`config.mk`:
```
export PLATFORM = sky130hd
export DESIGN_NAME = drq_holder
export DESIGN_NICKNAME = d
export VERILOG_FILES = /design/src/rtl/drq_pkg.sv /design/src/rtl/drq_match.sv /design/src/rtl/drq_timer.sv /design/src/rtl/drq_ctrl.sv /design/src/rtl/drq_holder.sv
export SDC_FILE = /design/constraint.sdc
export NUM_CORES = 1
export LEC_CHECK = 0
export ABC_AREA = 1
export BUFFER_PORTS_ARGS = -buffer_cell sky130_fd_sc_hd__buf_2
export CAP_MARGIN = 20
export CELL_PAD_IN_SITES_DETAIL_PLACEMENT = 0
export CELL_PAD_IN_SITES_GLOBAL_PLACEMENT = 2
export CORE_MARGIN = 2
export CORE_UTILIZATION = 28
export CTS_BUF_LIST = sky130_fd_sc_hd__clkbuf_16
export CTS_CLUSTER_DIAMETER = 100
export DETAILED_ROUTE_END_ITERATION = 8
export PLACE_DENSITY = 0.82
export SYNTH_ARGS = -nofsm -noshare
export SYNTH_HDL_FRONTEND = slang
export SYNTH_SLANG_ARGS = --single-unit
```
`constraint.sdc`:
```
create_clock -name clk -period 6.65 [get_ports clk]
set_input_delay 0.665 -clock clk [delete_from_list [all_inputs] [get_ports clk]]
set_output_delay 0.665 -clock clk [all_outputs]
set_load 0.005 [all_outputs]
```
`src/rtl/drq_pkg.sv`:
```
package drq_pkg;

    localparam int DRQ_AW  = 16;
    localparam int DRQ_BEW = 4;
    localparam int DRQ_DW  = 32;
    localparam int DRQ_TW  = 12;

    typedef enum logic [1:0] {
        ST_IDLE  = 2'd0,
        ST_FETCH = 2'd1,
        ST_READY = 2'd2
    } state_t;

    typedef enum logic [2:0] {
        ACT_NONE    = 3'd0,
        ACT_CAPTURE = 3'd1,
        ACT_LAND    = 3'd2,
        ACT_SERVE   = 3'd3,
        ACT_INVAL   = 3'd4,
        ACT_DISCARD = 3'd5,
        ACT_EXPIRE  = 3'd6
    } act_t;

    function automatic state_t next_of(input act_t a, input state_t cur);
        case (a)
            ACT_CAPTURE: next_of = ST_FETCH;
            ACT_LAND:    next_of = ST_READY;
            ACT_SERVE,
            ACT_INVAL,
            ACT_DISCARD,
            ACT_EXPIRE:  next_of = ST_IDLE;
            default:     next_of = cur;
        endcase
    endfunction

endpackage

```
`src/rtl/drq_match.sv`:
```
module drq_match #(
    parameter int AW  = drq_pkg::DRQ_AW,
    parameter int BEW = drq_pkg::DRQ_BEW
) (
    input  logic [AW-1:0]  q_addr,
    input  logic [BEW-1:0] q_be,
    input  logic [AW-1:0]  h_addr,
    input  logic [BEW-1:0] h_be,
    input  logic           h_write,
    output logic           addr_hit,
    output logic           full_hit
);
    logic [BEW-1:0] lane_eq;

    genvar g;
    generate
        for (g = 0; g < BEW; g++) begin : g_lane
            assign lane_eq[g] = (q_be[g] == h_be[g]);
        end
    endgenerate

    assign addr_hit = (q_addr == h_addr);
    assign full_hit = addr_hit && (&lane_eq) && !h_write;
endmodule

```
`src/rtl/drq_timer.sv`:
```
module drq_timer #(
    parameter int TW = drq_pkg::DRQ_TW
) (
    input  logic          clk,
    input  logic          rst,
    input  logic          run,
    input  logic [TW-1:0] limit,
    output logic          expire
);
    logic [TW-1:0] cnt;
    logic [TW:0]   lim_eff;
    logic [TW:0]   cnt_nxt;

    assign lim_eff = (limit == '0) ? (TW+1)'(1) : {1'b0, limit};
    assign cnt_nxt = {1'b0, cnt} + (TW+1)'(1);
    assign expire  = run && (cnt_nxt >= lim_eff);

    always_ff @(posedge clk) begin
        if (rst || !run) cnt <= '0;
        else             cnt <= cnt_nxt[TW-1:0];
    end

    AST_TMR_BOUND: assert property (@(posedge clk) disable iff (rst)
        run |-> ({1'b0, cnt} < lim_eff));
endmodule

```
`src/rtl/drq_ctrl.sv`:
```
module drq_ctrl
    import drq_pkg::*;
#(
    parameter int AW  = DRQ_AW,
    parameter int BEW = DRQ_BEW,
    parameter int DW  = DRQ_DW
) (
    input  logic           clk,
    input  logic           rst,
    input  logic           cfg_hold,
    input  logic           cfg_irq_en,
    input  logic           h_req,
    input  logic           h_write,
    input  logic [AW-1:0]  h_addr,
    input  logic [BEW-1:0] h_be,
    input  logic           addr_hit,
    input  logic           full_hit,
    input  logic           l_ack,
    input  logic [DW-1:0]  l_rdata,
    input  logic           expire,
    output state_t         st,
    output logic [AW-1:0]  q_addr,
    output logic [BEW-1:0] q_be,
    output logic [DW-1:0]  q_data,
    output logic           irq,
    output logic           h_retry,
    output logic           h_done,
    output logic           l_req
);
    act_t act;
    logic is_rd, is_wr, wr_hit, kill_q;

    assign is_rd  = h_req && !h_write;
    assign is_wr  = h_req && h_write;
    assign wr_hit = is_wr && addr_hit;

    always_comb begin
        act = ACT_NONE;
        case (st)
            ST_IDLE: begin
                if (is_rd) act = ACT_CAPTURE;
            end
            ST_FETCH: begin
                if (l_ack) act = (kill_q || wr_hit) ? ACT_INVAL : ACT_LAND;
            end
            ST_READY: begin
                if (is_rd && full_hit)     act = ACT_SERVE;
                else if (wr_hit)           act = ACT_INVAL;
                else if (h_req && !cfg_hold) act = is_rd ? ACT_CAPTURE : ACT_DISCARD;
                else if (expire)           act = ACT_EXPIRE;
            end
            default: act = ACT_NONE;
        endcase
    end

    always_ff @(posedge clk) begin
        if (rst) begin
            st     <= ST_IDLE;
            q_addr <= '0;
            q_be   <= '0;
            q_data <= '0;
            kill_q <= 1'b0;
            irq    <= 1'b0;
        end else begin
            st  <= next_of(act, st);
            irq <= (act == ACT_EXPIRE) && cfg_irq_en;
            if (act == ACT_CAPTURE) begin
                q_addr <= h_addr;
                q_be   <= h_be;
                kill_q <= 1'b0;
            end else if (st == ST_FETCH && wr_hit) begin
                kill_q <= 1'b1;
            end
            if (act == ACT_LAND) q_data <= l_rdata;
        end
    end

    assign h_done  = is_rd && (st == ST_READY) && full_hit;
    assign h_retry = is_rd && !h_done;
    assign l_req   = (st == ST_FETCH);

    AST_LREQ_HOLD: assert property (@(posedge clk) disable iff (rst)
        (l_req && !l_ack) |=> l_req);
    AST_LREQ_START: assert property (@(posedge clk) disable iff (rst)
        $rose(l_req) |-> $past(is_rd));
    AST_SERVE_EMPTIES: assert property (@(posedge clk) disable iff (rst)
        h_done |=> (st == ST_IDLE));
    AST_WRITE_INVAL: assert property (@(posedge clk) disable iff (rst)
        (st == ST_READY && wr_hit) |=> (st == ST_IDLE));
    AST_HOLD_KEEP: assert property (@(posedge clk) disable iff (rst)
        (st == ST_READY && cfg_hold && h_req && !addr_hit && !expire) |=> (st == ST_READY));
    AST_FETCH_ADDR: assert property (@(posedge clk) disable iff (rst)
        (st == ST_FETCH && !l_ack) |=> $stable(q_addr));
endmodule

```
`src/rtl/drq_holder.sv`:
```
module drq_holder
    import drq_pkg::*;
#(
    parameter int AW  = DRQ_AW,
    parameter int BEW = DRQ_BEW,
    parameter int DW  = DRQ_DW,
    parameter int TW  = DRQ_TW
) (
    input  logic           clk,
    input  logic           rst,
    input  logic           cfg_hold,
    input  logic           cfg_irq_en,
    input  logic [TW-1:0]  cfg_tmo,
    input  logic           h_req,
    input  logic           h_write,
    input  logic [AW-1:0]  h_addr,
    input  logic [BEW-1:0] h_be,
    output logic           h_retry,
    output logic           h_done,
    output logic [DW-1:0]  h_rdata,
    output logic           l_req,
    output logic [AW-1:0]  l_addr,
    output logic [BEW-1:0] l_be,
    input  logic           l_ack,
    input  logic [DW-1:0]  l_rdata,
    output logic           tmo_irq
);
    state_t         st;
    logic [AW-1:0]  q_addr;
    logic [BEW-1:0] q_be;
    logic           addr_hit, full_hit, expire;

    drq_match #(.AW(AW), .BEW(BEW)) u_match (
        .q_addr   (q_addr),
        .q_be     (q_be),
        .h_addr   (h_addr),
        .h_be     (h_be),
        .h_write  (h_write),
        .addr_hit (addr_hit),
        .full_hit (full_hit)
    );

    drq_timer #(.TW(TW)) u_timer (
        .clk    (clk),
        .rst    (rst),
        .run    (st == ST_READY),
        .limit  (cfg_tmo),
        .expire (expire)
    );

    drq_ctrl #(.AW(AW), .BEW(BEW), .DW(DW)) u_ctrl (
        .clk        (clk),
        .rst        (rst),
        .cfg_hold   (cfg_hold),
        .cfg_irq_en (cfg_irq_en),
        .h_req      (h_req),
        .h_write    (h_write),
        .h_addr     (h_addr),
        .h_be       (h_be),
        .addr_hit   (addr_hit),
        .full_hit   (full_hit),
        .l_ack      (l_ack),
        .l_rdata    (l_rdata),
        .expire     (expire),
        .st         (st),
        .q_addr     (q_addr),
        .q_be       (q_be),
        .q_data     (h_rdata),
        .irq        (tmo_irq),
        .h_retry    (h_retry),
        .h_done     (h_done),
        .l_req      (l_req)
    );

    assign l_addr = q_addr;
    assign l_be   = q_be;

    AST_IRQ_CAUSE: assert property (@(posedge clk) disable iff (rst)
        tmo_irq |-> ($past(expire) && $past(cfg_irq_en)));
    AST_RESP_ONE: assert property (@(posedge clk) disable iff (rst)
        $onehot0({h_retry, h_done}));
endmodule

```
==> flow_summary.ini <==
[die]
dieArea_um2 = 14300
core_um2 = 13100
die_h_um = 119
num_rows = 42
fp.dieW_um = 119
start_util_pct = 28.4
ios = 127

[sta]
worst_pin_slew_ns = 0.532
slew_viol_final = 0
fmax_mhz = 305
rsz0062_at_grt = no
hold_violations = 0
skew_ns = 0.00606
min_period_ns = 3.28
finalSetupViolations = 0
fin_tns_setup_ns = 0
relSlewSlack_pct = 64.5
period_share_pct = 49.3
timing.final.ws_setup_ns = 3.37
holdWs_ns = 0.440

[worst_setup_path]
path_class = reg2reg
end_kind = register
reg2reg_to = u_ctrl.q_addr[9]
r2r_cells = 24
critPathRequiredTime_ns = 6.87
cp_data_arrival_time_ns = 3.49
cp_common_cell = nand2_1
crit_path_cell_trace = ha_1 > nand2_1 > nor2_1 > inv_1 > nor2_1 > nand2_1 > xor2_1 > ha_1 > nand2_1 > nor2_1 > nand2_1 > nor2_1 > nor2_1 > nand2_1 > nand2_1 > nand2_1 > nand2_2 > nand2_2 > nand2_1 > nand2_4 > nor2_8 > nand3b_1 > nand2_1 > nor2_1
worst-path-max-fanout = 41
slowest_stage = nor2_8
cp-start-kind = register
crit_buf_inv = 1
worst_path_dominant_cell_family = simple AND/OR/NAND/NOR gates
rrSetupSlack_ns = 3.37
r2r_start = u_timer.cnt[0]
slowest_delay_ns = 0.42

[global_route]
grt_pass1_wl_um = 15000
grt_pass1_vias = 3267
grt_max_degree = 66
antenna_found_initial = 1
track_usage_pct = 13.2
grt_overflow = 0

[min_path]
hp-start = u_ctrl.q_data[23]
whs_path_depth = 2
holdPathEnd = u_ctrl.q_data[23]
hp-class = reg2reg

[finish]
nets = 747
area_growth_pct = 26.8
fillCellCount = 1471
multiInputGateArea_um2 = 1780
seq_area_um2 = 1360
drive_gt1_share_pct = 24.4

[synth]
synth.most_common_cell = inv_1
synth_area_leaders = dfxtp_1 (37%), inv_1 (11%), nand2_1 (11%), a21oi_1 (7.9%), nor2_1 (6.4%)
synthTopCellsByCount = inv_1 (106), nand2_1 (105), dfxtp_1 (68)
synthArstFlopShare_pct = 0
syn_inst = 545
synth_nets = 629
yosys_warnings = 0
synth_edf_count = 0
avgSynthCellArea_um2 = 6.84
ys_ff_latch = 68
yosys.area.top_type = dfxtp_1
syn-cell-area_um2 = 3730
yosysSeqAreaShare_pct = 36.5
synth_cell_types = 35
synthFlopType = dfxtp_1
synth_top_area_share_pct = 36.5

[detailed_routing]
drt-total-wl_um = 9090
drtIter0Drc = 149
drt_first_pass_iters = 4
avgViaCountPerCell = 4.15
drc = 0
vias = 3507
routedWlPerCell_um = 10.8
ant_nets = 0

[place]
globalplace.congestion = 0.752
post-place-ws_ns = 3.33
io_buffers = 126
hpwl_um = 6770

[clock_tree]
cts_buffers = 9
cts_max_path_buffers = 2
htree_num_levels = 3
cts.sink_count = 68
postCtsHoldBufs = 0
clkTransAtPathRegs_ns = 0.05
cts_root_buffer = clkbuf_16
cts_setup_buffers = 0
clk_latency_ns = 0.33
cts_resized = 0
cts_tree = yes

[run]
max_cap_viol_count = 0

[pwr]
peakVddDrop_v = 0.000122
powerDensity_nw_per_um2 = 231
leakagePower_nw = 2.43
total_power_mw = 1.09

[outcome]
status = complete, no violations
worst max path at each step:
stage | start | end | slack (ns) | cells past startpoint
CTS | u_timer.cnt[0] | u_ctrl.q_addr[9] | 3.30 | 24
detailed placement | u_timer.cnt[0] | u_ctrl.q_addr[9] | 3.33 | 24
finish | u_timer.cnt[0] | u_ctrl.q_addr[9] | 3.37 | 24
global placement | u_timer.cnt[0] | u_ctrl.q_be[2] | 3.41 | 24
global route | u_timer.cnt[0] | u_ctrl.q_be[2] | 2.79 | 24
floorplan | u_timer.cnt[0] | u_ctrl.q_addr[10] | 3.98 | 25
worst register-to-register path: stages, from the launching register on:
cell and delay [ns]:
dfxtp_1 0.37, ha_1 0.18, nand2_1 0.07, nor2_1 0.16, inv_1 0.08, nor2_1 0.18
nand2_1 0.09, xor2_1 0.23, ha_1 0.29, nand2_1 0.10, nor2_1 0.04, nand2_1 0.05
nor2_1 0.04, nor2_1 0.08, nand2_1 0.07, nand2_1 0.07, nand2_1 0.07, nand2_2 0.08
nand2_2 0.04, nand2_1 0.09, nand2_4 0.08, nor2_8 0.43, nand3b_1 0.15, nand2_1 0.09
nor2_1 0.05
stage by stage:
stage | util [%] | cells | instance area (um^2)
final | 36.0 | 845 | 4720
after CTS | 35.8 | 843 | 4700
after detailed placement | 33.6 | 827 | 4420
after global placement | 33.6 | 827 | 4420
after floorplan | - | 545 | 3730
after global routing | 35.9 | 844 | 4720
kinds of logic after synthesis:
family / share of synthesized area (%)
and+or+nand+nor: 27.7
xor gates and xnor gates: 2.11
DFF: 36.5
AOI/OAI and AO/OA: 13.4
buffers and inverters: 15.9
adders and majority gates: 4.36
cell usage in the layout, fill, tap and decap left out, drive strengths merged:
cell / Yosys / final
a21oi: 59 / 59
a41o: 1 / 1
and3: 2 / 2
buf: 17 / 128
bufinv: 0 / 1
clkbuf: 4 / 9
clkinv: 1 / 3
clkinvlp: 0 / 2
dfxtp: 68 / 68
diode: 0 / 1
ha: 13 / 13
inv: 110 / 112
nand2: 115 / 115
nand3: 27 / 27
nand3b: 5 / 5
nand4: 1 / 1
nor2: 67 / 67
nor3: 6 / 6
nor4: 2 / 2
o211ai: 1 / 1
o21a: 1 / 1
o21ai: 34 / 34
o21bai: 1 / 1
or2: 1 / 1
xnor2: 3 / 3
xor2: 6 / 6
cell type report:
type	instances	area share (%)
diodes	1	0.0530
clock buffers	9	4.77
clock inverters	7	1.27
inverters	111	8.87
multi-input cells	345	37.6
flip-flops and latches	68	28.8
well taps	176	4.66
repair buffers	128	13.9
flip-flops by register name (all words and copies together), names as in the netlist:
register	flops
u_ctrl.irq	1
u_ctrl.q_be	4
u_ctrl.q_addr	16
u_ctrl.st	2
u_timer.cnt	12
u_ctrl.kill_q	1
u_ctrl.q_data	32
per-layer routing:
layer	global-route usage (%)	share of wire (%)	wire length, um
met1	15.8	46	4190
met2	21.7	46	4140
met3	4.84	7.0	632
met4	4.63	1.4	125
met5	0	0	0
where the power goes:
part | total, mW | internal [mW] | switching, mW
logic | 0.178 | 0.0803 | 0.0978
clock network | 0.453 | 0.284 | 0.169
registers | 0.461 | 0.439 | 0.0224
Note: power is estimated with default switching activity, not from simulation.
